## src/rtl/msi_pkg.sv

```systemverilog
`timescale 1ns/1ps
package msi_pkg;
   typedef enum logic [1:0] {
      LS_INV = 2'd0,
      LS_SHD = 2'd1,
      LS_EXC = 2'd2
   } line_st_t;

   typedef enum logic [1:0] {
      BC_IDLE   = 2'd0,
      BC_RDMISS = 2'd1,
      BC_WRMISS = 2'd2,
      BC_WBACK  = 2'd3
   } bus_cmd_t;

   typedef enum logic [1:0] {
      FS_IDLE  = 2'd0,
      FS_WBACK = 2'd1,
      FS_MISS  = 2'd2,
      FS_RESP  = 2'd3
   } fsm_st_t;
endpackage

```

## src/rtl/msi_line_store.sv

```systemverilog
`timescale 1ns/1ps
module msi_line_store
   import msi_pkg::*;
#(
   parameter int IDXW          = 3,
   parameter int TAGW          = 5,
   parameter int DW            = 16,
   parameter bit CLEAR_PAYLOAD = 1'b1
) (
   input  logic            clk,
   input  logic            rst_n,
   // processor-side read port
   input  logic [IDXW-1:0] a_idx,
   output line_st_t        a_state,
   output logic [TAGW-1:0] a_tag,
   output logic [DW-1:0]   a_data,
   // snoop-side read port
   input  logic [IDXW-1:0] b_idx,
   output line_st_t        b_state,
   output logic [TAGW-1:0] b_tag,
   output logic [DW-1:0]   b_data,
   // snoop state update (wins over processor update)
   input  logic            s_en,
   input  logic [IDXW-1:0] s_idx,
   input  line_st_t        s_state,
   // processor-side update
   input  logic            c_en,
   input  logic [IDXW-1:0] c_idx,
   input  line_st_t        c_state,
   input  logic [TAGW-1:0] c_tag,
   input  logic            c_data_en,
   input  logic [DW-1:0]   c_data
);
   localparam int LINES = 1 << IDXW;

   line_st_t        st_q  [LINES];
   logic [TAGW-1:0] tag_q [LINES];
   logic [DW-1:0]   dat_q [LINES];

   logic c_state_ok;
   assign c_state_ok = c_en && !(s_en && (s_idx == c_idx));

   always_ff @(posedge clk or negedge rst_n) begin
      if (!rst_n) begin
         for (int i = 0; i < LINES; i++) st_q[i] <= LS_INV;
      end else begin
         if (s_en)       st_q[s_idx] <= s_state;
         if (c_state_ok) st_q[c_idx] <= c_state;
      end
   end

   generate
      if (CLEAR_PAYLOAD) begin : g_clr
         always_ff @(posedge clk or negedge rst_n) begin
            if (!rst_n) begin
               for (int i = 0; i < LINES; i++) begin
                  tag_q[i] <= '0;
                  dat_q[i] <= '0;
               end
            end else begin
               if (c_en)              tag_q[c_idx] <= c_tag;
               if (c_en && c_data_en) dat_q[c_idx] <= c_data;
            end
         end
      end else begin : g_keep
         always_ff @(posedge clk) begin
            if (c_en)              tag_q[c_idx] <= c_tag;
            if (c_en && c_data_en) dat_q[c_idx] <= c_data;
         end
      end
   endgenerate

   assign a_state = st_q[a_idx];
   assign a_tag   = tag_q[a_idx];
   assign a_data  = dat_q[a_idx];
   assign b_state = st_q[b_idx];
   assign b_tag   = tag_q[b_idx];
   assign b_data  = dat_q[b_idx];
endmodule

```

## src/rtl/msi_snoop_unit.sv

```systemverilog
`timescale 1ns/1ps
module msi_snoop_unit
   import msi_pkg::*;
#(
   parameter int TAGW = 5,
   parameter int DW   = 16
) (
   input  logic            snp_valid,
   input  logic            snp_wr,
   input  logic [TAGW-1:0] snp_tag,
   input  line_st_t        line_state,
   input  logic [TAGW-1:0] line_tag,
   input  logic [DW-1:0]   line_data,
   output logic            abort,
   output logic [DW-1:0]   data,
   output logic            upd_en,
   output line_st_t        upd_state
);
   logic held;
   assign held = snp_valid && (line_state != LS_INV) && (line_tag == snp_tag);

   always_comb begin
      abort     = 1'b0;
      upd_en    = 1'b0;
      upd_state = line_state;
      if (held && line_state == LS_EXC) begin
         abort     = 1'b1;
         upd_en    = 1'b1;
         upd_state = snp_wr ? LS_INV : LS_SHD;
      end else if (held && snp_wr) begin
         upd_en    = 1'b1;
         upd_state = LS_INV;
      end
   end

   assign data = abort ? line_data : '0;
endmodule

```

## src/rtl/msi_req_fsm.sv

```systemverilog
`timescale 1ns/1ps
module msi_req_fsm
   import msi_pkg::*;
#(
   parameter int AW   = 8,
   parameter int IDXW = 3,
   parameter int TAGW = 5,
   parameter int DW   = 16
) (
   input  logic            clk,
   input  logic            rst_n,
   input  logic            cpu_req,
   input  logic            cpu_we,
   input  logic [AW-1:0]   cpu_addr,
   input  logic [DW-1:0]   cpu_wdata,
   output logic [DW-1:0]   cpu_rdata,
   output logic            cpu_done,
   input  line_st_t        line_state,
   input  logic [TAGW-1:0] line_tag,
   input  logic [DW-1:0]   line_data,
   input  logic            snp_valid,
   input  logic            snp_upd_en,
   input  logic [IDXW-1:0] snp_idx,
   output logic            bus_req,
   input  logic            bus_gnt,
   output bus_cmd_t        bus_cmd,
   output logic [AW-1:0]   bus_addr,
   output logic [DW-1:0]   bus_wdata,
   input  logic [DW-1:0]   bus_rdata,
   output logic            c_en,
   output line_st_t        c_state,
   output logic [TAGW-1:0] c_tag,
   output logic            c_data_en,
   output logic [DW-1:0]   c_data
);
   fsm_st_t st_q, st_d;
   logic [DW-1:0] rdata_q, rdata_d;
   logic          rd_load;

   logic [IDXW-1:0] cpu_idx;
   logic [TAGW-1:0] cpu_tag;
   logic            tag_match, is_hit, need_wb, pend_hit;

   assign cpu_idx   = cpu_addr[IDXW-1:0];
   assign cpu_tag   = cpu_addr[AW-1:IDXW];
   assign tag_match = (line_state != LS_INV) && (line_tag == cpu_tag);
   assign is_hit    = tag_match && (!cpu_we || line_state == LS_EXC);
   assign need_wb   = (line_state == LS_EXC) && (line_tag != cpu_tag);
   assign pend_hit  = snp_upd_en && (snp_idx == cpu_idx);

   always_comb begin
      st_d      = st_q;
      rdata_d   = rdata_q;
      rd_load   = 1'b0;
      bus_req   = 1'b0;
      bus_cmd   = BC_IDLE;
      bus_addr  = '0;
      bus_wdata = '0;
      c_en      = 1'b0;
      c_state   = line_state;
      c_tag     = line_tag;
      c_data_en = 1'b0;
      c_data    = cpu_wdata;
      case (st_q)
         FS_IDLE: begin
            if (cpu_req && !snp_valid) begin
               if (is_hit) begin
                  rd_load = 1'b1;
                  rdata_d = cpu_we ? cpu_wdata : line_data;
                  if (cpu_we) begin
                     c_en      = 1'b1;
                     c_state   = LS_EXC;
                     c_tag     = cpu_tag;
                     c_data_en = 1'b1;
                  end
                  st_d = FS_RESP;
               end else if (need_wb) begin
                  st_d = FS_WBACK;
               end else begin
                  st_d = FS_MISS;
               end
            end
         end
         FS_WBACK: begin
            if (snp_valid) begin
               if (pend_hit) st_d = FS_IDLE;
            end else begin
               bus_req   = 1'b1;
               bus_cmd   = BC_WBACK;
               bus_addr  = {line_tag, cpu_idx};
               bus_wdata = line_data;
               if (bus_gnt) begin
                  c_en    = 1'b1;
                  c_state = LS_INV;
                  st_d    = FS_MISS;
               end
            end
         end
         FS_MISS: begin
            if (snp_valid) begin
               if (pend_hit) st_d = FS_IDLE;
            end else begin
               bus_req  = 1'b1;
               bus_cmd  = cpu_we ? BC_WRMISS : BC_RDMISS;
               bus_addr = cpu_addr;
               if (bus_gnt) begin
                  c_en      = 1'b1;
                  c_tag     = cpu_tag;
                  c_data_en = 1'b1;
                  c_data    = cpu_we ? cpu_wdata : bus_rdata;
                  c_state   = cpu_we ? LS_EXC : LS_SHD;
                  rd_load   = 1'b1;
                  rdata_d   = cpu_we ? cpu_wdata : bus_rdata;
                  st_d      = FS_RESP;
               end
            end
         end
         default: st_d = FS_IDLE;
      endcase
   end

   always_ff @(posedge clk or negedge rst_n) begin
      if (!rst_n) begin
         st_q    <= FS_IDLE;
         rdata_q <= '0;
      end else begin
         st_q <= st_d;
         if (rd_load) rdata_q <= rdata_d;
      end
   end

   assign cpu_done  = (st_q == FS_RESP);
   assign cpu_rdata = rdata_q;
endmodule

```

## src/rtl/msi_snoop_cache.sv

```systemverilog
`timescale 1ns/1ps
module msi_snoop_cache
   import msi_pkg::*;
#(
   parameter int AW            = 8,
   parameter int IDXW          = 3,
   parameter int DW            = 16,
   parameter bit CLEAR_PAYLOAD = 1'b1
) (
   input  logic          clk,
   input  logic          rst_n,
   input  logic          cpu_req,
   input  logic          cpu_we,
   input  logic [AW-1:0] cpu_addr,
   input  logic [DW-1:0] cpu_wdata,
   output logic [DW-1:0] cpu_rdata,
   output logic          cpu_done,
   output logic          bus_req,
   input  logic          bus_gnt,
   output logic [1:0]    bus_cmd,
   output logic [AW-1:0] bus_addr,
   output logic [DW-1:0] bus_wdata,
   input  logic [DW-1:0] bus_rdata,
   input  logic          snp_valid,
   input  logic          snp_wr,
   input  logic [AW-1:0] snp_addr,
   output logic          snp_abort,
   output logic [DW-1:0] snp_data
);
   localparam int TAGW = AW - IDXW;

   generate
      if (IDXW < 1 || IDXW >= AW) begin : g_bad_idx
         $error("msi_snoop_cache: IDXW must lie in 1..AW-1");
      end
      if (DW < 1) begin : g_bad_dw
         $error("msi_snoop_cache: DW must be at least 1");
      end
      if (IDXW > 10) begin : g_bad_depth
         $error("msi_snoop_cache: IDXW above 10 makes the line store too large");
      end
   endgenerate

   logic [IDXW-1:0] cpu_idx, snp_idx;
   logic [TAGW-1:0] snp_tag;
   assign cpu_idx = cpu_addr[IDXW-1:0];
   assign snp_idx = snp_addr[IDXW-1:0];
   assign snp_tag = snp_addr[AW-1:IDXW];

   line_st_t        a_state, b_state, s_state, c_state;
   logic [TAGW-1:0] a_tag, b_tag, c_tag;
   logic [DW-1:0]   a_data, b_data, c_data;
   logic            s_en, c_en, c_data_en;
   bus_cmd_t        cmd;

   msi_line_store #(
      .IDXW(IDXW), .TAGW(TAGW), .DW(DW), .CLEAR_PAYLOAD(CLEAR_PAYLOAD)
   ) u_store (
      .clk(clk), .rst_n(rst_n),
      .a_idx(cpu_idx), .a_state(a_state), .a_tag(a_tag), .a_data(a_data),
      .b_idx(snp_idx), .b_state(b_state), .b_tag(b_tag), .b_data(b_data),
      .s_en(s_en), .s_idx(snp_idx), .s_state(s_state),
      .c_en(c_en), .c_idx(cpu_idx), .c_state(c_state), .c_tag(c_tag),
      .c_data_en(c_data_en), .c_data(c_data)
   );

   msi_snoop_unit #(.TAGW(TAGW), .DW(DW)) u_snoop (
      .snp_valid(snp_valid), .snp_wr(snp_wr), .snp_tag(snp_tag),
      .line_state(b_state), .line_tag(b_tag), .line_data(b_data),
      .abort(snp_abort), .data(snp_data),
      .upd_en(s_en), .upd_state(s_state)
   );

   msi_req_fsm #(.AW(AW), .IDXW(IDXW), .TAGW(TAGW), .DW(DW)) u_fsm (
      .clk(clk), .rst_n(rst_n),
      .cpu_req(cpu_req), .cpu_we(cpu_we), .cpu_addr(cpu_addr),
      .cpu_wdata(cpu_wdata), .cpu_rdata(cpu_rdata), .cpu_done(cpu_done),
      .line_state(a_state), .line_tag(a_tag), .line_data(a_data),
      .snp_valid(snp_valid), .snp_upd_en(s_en), .snp_idx(snp_idx),
      .bus_req(bus_req), .bus_gnt(bus_gnt), .bus_cmd(cmd),
      .bus_addr(bus_addr), .bus_wdata(bus_wdata), .bus_rdata(bus_rdata),
      .c_en(c_en), .c_state(c_state), .c_tag(c_tag),
      .c_data_en(c_data_en), .c_data(c_data)
   );

   assign bus_cmd = cmd;
endmodule

```

## config.mk

```make
export PLATFORM = sky130hd
export DESIGN_NAME = msi_snoop_cache
export DESIGN_NICKNAME = d
export VERILOG_FILES = /design/src/rtl/msi_pkg.sv /design/src/rtl/msi_line_store.sv /design/src/rtl/msi_snoop_unit.sv /design/src/rtl/msi_req_fsm.sv /design/src/rtl/msi_snoop_cache.sv
export SDC_FILE = /design/constraint.sdc
export NUM_CORES = 1
export LEC_CHECK = 0
export BUFFER_PORTS_ARGS = -buffer_cell sky130_fd_sc_hd__clkbuf_2
export CAP_MARGIN = 20
export CORE_MARGIN = 3
export CORE_UTILIZATION = 45
export DETAILED_ROUTE_END_ITERATION = 12
export GPL_ROUTABILITY_DRIVEN = 0
export PLACE_DENSITY_LB_ADDON = 0.25
export SLEW_MARGIN = 30
export SYNTH_ARGS = -nofsm -noshare
export SYNTH_HDL_FRONTEND = slang
export SYNTH_SLANG_ARGS = --single-unit
export TNS_END_PERCENT = 100
```

## constraint.sdc

```tcl
create_clock -name clk -period 6.2 [get_ports clk]
set_input_delay 0.93 -clock clk [delete_from_list [all_inputs] [get_ports clk]]
set_output_delay 0.93 -clock clk [all_outputs]
set_load 0.1 [all_outputs]
```

==> flow_metrics.env <==
export IMPL_overflow=0
export IMPL_drive_above_1_share=0.369
export IMPL_die_width_um=169
export IMPL_synth_edf_count=0
export IMPL_async_flop_share=1.00
export IMPL_drt_iter0_drc=1123
export IMPL_diodes=0
export IMPL_worstReg2RegEnd="u_store.st_q[10]"
export IMPL_route_detailed_wl_per_inst_um=26.7
export IMPL_hp_class="primary input to async pin"
export IMPL_relSlewSlack=0.301
export IMPL_critPathSlowestCell="nor4_1"
export IMPL_finalWirelength_mm=40.3
export IMPL_syn_to_final_growth_pct=15.9
export IMPL_endpoint_kind="output pin"
export IMPL_crit_required_ns=5.27
export IMPL_ir_drop_v=0.000427
export IMPL_regToRegSetupSlack_ns=2.01
export IMPL_clkSinkCount=202
export IMPL_rows=58
export IMPL_muxShareOfSynthArea=0.266
export IMPL_ys_seq_elements=202
export IMPL_path_buf_inv=3
export IMPL_synth_top_family_by_area="multiplexers"
export IMPL_design_area_sq_um=13800
export IMPL_reg2reg_from="u_fsm.st_q[0]"
export IMPL_cts_resized=0
export IMPL_hold_viol=0
export IMPL_finalSetupViolations=0
export IMPL_hold_ws_ns=0.490
export IMPL_post_cts_buffers=0
export IMPL_grt_max_degree=107
export IMPL_reg2reg_depth=9
export IMPL_grt_pass1_vias=9761
export IMPL_grtUsageTotal=0.275
export IMPL_ys_seq_area_frac=0.424
export IMPL_cts_root_buf="clkbuf_16"
export IMPL_synth_compound_area_frac=0.162
export IMPL_yosys_cell_types_count=72
export IMPL_vias=9947
export IMPL_drt_vias_per_instance=6.60
export IMPL_path_clk_slew_ns=0.06
export IMPL_fin_cells=1508
export IMPL_start_util=0.466
export IMPL_rsz0062_at_grt="false"
export IMPL_synthSimpleGateAreaFrac=0.102
export IMPL_cts_tree="built"
export IMPL_syn_nets=1120
export IMPL_numPortBuffers=115
export IMPL_coreArea_sq_um=25600
export IMPL_worstMarginPinSlew_ns=1.05
export IMPL_synth_adder_area_share=0.00419
export IMPL_crit_chain="clkbuf_2 > mux2i_1 > mux4_2 > xnor2_1 > nor3_1 > or4b_1 > or2_1 > buf_4 > nor4_1 > buf_12"
export IMPL_crit_start="snp_addr[1]"
export IMPL_fin_crit_sh=0.877
export IMPL_cp_start_kind="primary input"
export IMPL_htreeDepth=1
export IMPL_crit_arrival_ns=4.51
export IMPL_ios=116
export IMPL_endpoint="snp_data[10]"
export IMPL_fp_dieH_um=169
export IMPL_critical_path_top_delay_family="simple AND/OR/NAND/NOR gates"
export IMPL_total_leakage_power_nw=6.33
export IMPL_worst_path_max_fanout=27
export IMPL_synth_ff_type="dfrtp_1"
export IMPL_min_period_ns=5.44
export IMPL_post_synth_inst_count=1061
export IMPL_synth_warnings=0
export IMPL_maxCapViolations=0
export IMPL_utilization=0.540
export IMPL_status="complete, no violations"
export IMPL_clock_latency_ns=0.52
export IMPL_fin_total_pwr_mw=5.10
export IMPL_ant_nets=0
export IMPL_drcViolationCount=0
export IMPL_place_hpwl_mm=26.1
export IMPL_fin_tns_setup_ns=0
export IMPL_die_area_sq_um=28500
export IMPL_holdBufCountCts=0
export IMPL_cp_depth=10
export IMPL_fin_skew_ns=0.00984
export IMPL_antenna_found_initial=0
export IMPL_dpl_worst_slack_ns=0.814
export IMPL_cts_buffer_depth=3
export IMPL_power_density_nw_per_um2=369
export IMPL_synth_xor_area_frac=0.00514
export IMPL_max_stage_delay_ns=0.54
export IMPL_critPathKind="primary input to output pin"
export IMPL_syn_avg_cell_area_sq_um=11.2
export IMPL_drv_slew=0
export IMPL_final_common_cell="dfrtp_1"
export IMPL_synth_area_sq_um=11900
export IMPL_fmax_mhz=184
export IMPL_finalNetCount=1220
export IMPL_first_pass_iters=6
export IMPL_placed_area_sq_um=13000
export IMPL_grt_pass1_wl_mm=60.4
export IMPL_final_cell_mix="dfrtp_1, mux2_2, clkbuf_2"
export IMPL_numCtsBuffers=24
export IMPL_fin_ws_ns=0.765
export IMPL_dp_cells=1465
[cells in the mapped netlist, types with 8 or more instances]
| master | number | area [sq um] |
|---|---|---|
| o22ai_1 | 48 | 300 |
| nand2b_1 | 11 | 68.8 |
| o31ai_1 | 21 | 158 |
| buf_2 | 14 | 70.1 |
| a22o_1 | 11 | 96.3 |
| nand4_1 | 11 | 68.8 |
| a22oi_1 | 52 | 390 |
| o221ai_1 | 13 | 114 |
| clkbuf_1 | 33 | 124 |
| nor2_1 | 43 | 161 |
| nand3b_1 | 11 | 82.6 |
| a21oi_4 | 10 | 163 |
| nor2b_1 | 10 | 62.6 |
| nand2_1 | 68 | 255 |
| and2_1 | 13 | 81.3 |
| nor3_1 | 9 | 45.0 |
| o21ai_0 | 26 | 130 |
| mux2i_1 | 56 | 561 |
| mux2_4 | 12 | 180 |
| o21ai_2 | 8 | 70.1 |
| dfrtp_1 | 202 | 5050 |
| nand3_1 | 10 | 50.1 |
| a21oi_1 | 12 | 60.1 |
| buf_4 | 12 | 90.1 |
| mux2_2 | 201 | 2260 |
| nor4_1 | 16 | 100 |
| inv_1 | 15 | 56.3 |
| a211oi_1 | 9 | 67.6 |
[worst reg2reg max path, cell delays in order (launching register included)]
cell and delay, ns:
dfrtp_1 0.40, inv_1 0.13, ha_1 0.80, inv_2 0.51, nor3_2 0.95, buf_4 0.40, inv_1 0.09, o22ai_1 0.53
a211oi_1 0.14, a31oi_1 0.19
[worst min-delay path by stage]
stage	depth (start not counted)	endpoint	slack (ns)
6_report	1	u_store.dat_q[112]	0.49
5_1_grt	1	u_fsm.cpu_rdata[13]	0.53
4_1_cts	1	u_fsm.cpu_rdata[13]	0.51
3_5_place_dp	1	u_fsm.cpu_rdata[14]	0.49
3_3_place_gp	1	u_fsm.cpu_rdata[15]	0.49
2_1_floorplan	1	u_store.tag_q[2]	0.49
[cell families (layout without fill, tap and decap cells)]
group                    after synthesis  after routing
adder cells (fa/ha/maj)                4              4
buffers and inverters                 86            203
flip-flops                           202            202
AND/OR/NAND/NOR                      230            230
XOR/XNOR                               7              7
AO/OA/AOI/OAI                        255            255
multiplexers                         277            277
[state kept, by name, summed over array words and instances, names as in the netlist]
register         count
u_store.dat_q      128
u_store.st_q        16
u_fsm.st_q           2
u_fsm.cpu_rdata     16
u_store.tag_q       40
[report_power, final]
part / internal (mW) / switching [mW] / total, mW
clock: 0.940 / 0.572 / 1.51
combinational: 0.585 / 1.21 / 1.79
sequential: 1.59 / 0.210 / 1.80
[metal layers]
layer / wire, um / up-vias / track usage
li1: - / 4279 / -
met4: 1330 / 0 / 0.0918
met3: 3800 / 99 / 0.0542
met1: 17600 / 4976 / 0.402
met2: 17600 / 593 / 0.413
met5: 0 / - / 0
[final cells by class]
| cell class | count | area (sq um) |
|---|---|---|
| fillers | 2250 | 11800 |
| repair buffers | 144 | 987 |
| multi-input cells | 773 | 6460 |
| clock buffers | 34 | 729 |
| clock inverters | 9 | 125 |
| flip-flops and latches | 202 | 5050 |
| inverters | 16 | 60.1 |
| well taps | 330 | 413 |
No activity file was read; power rests on OpenSTA's default activity.
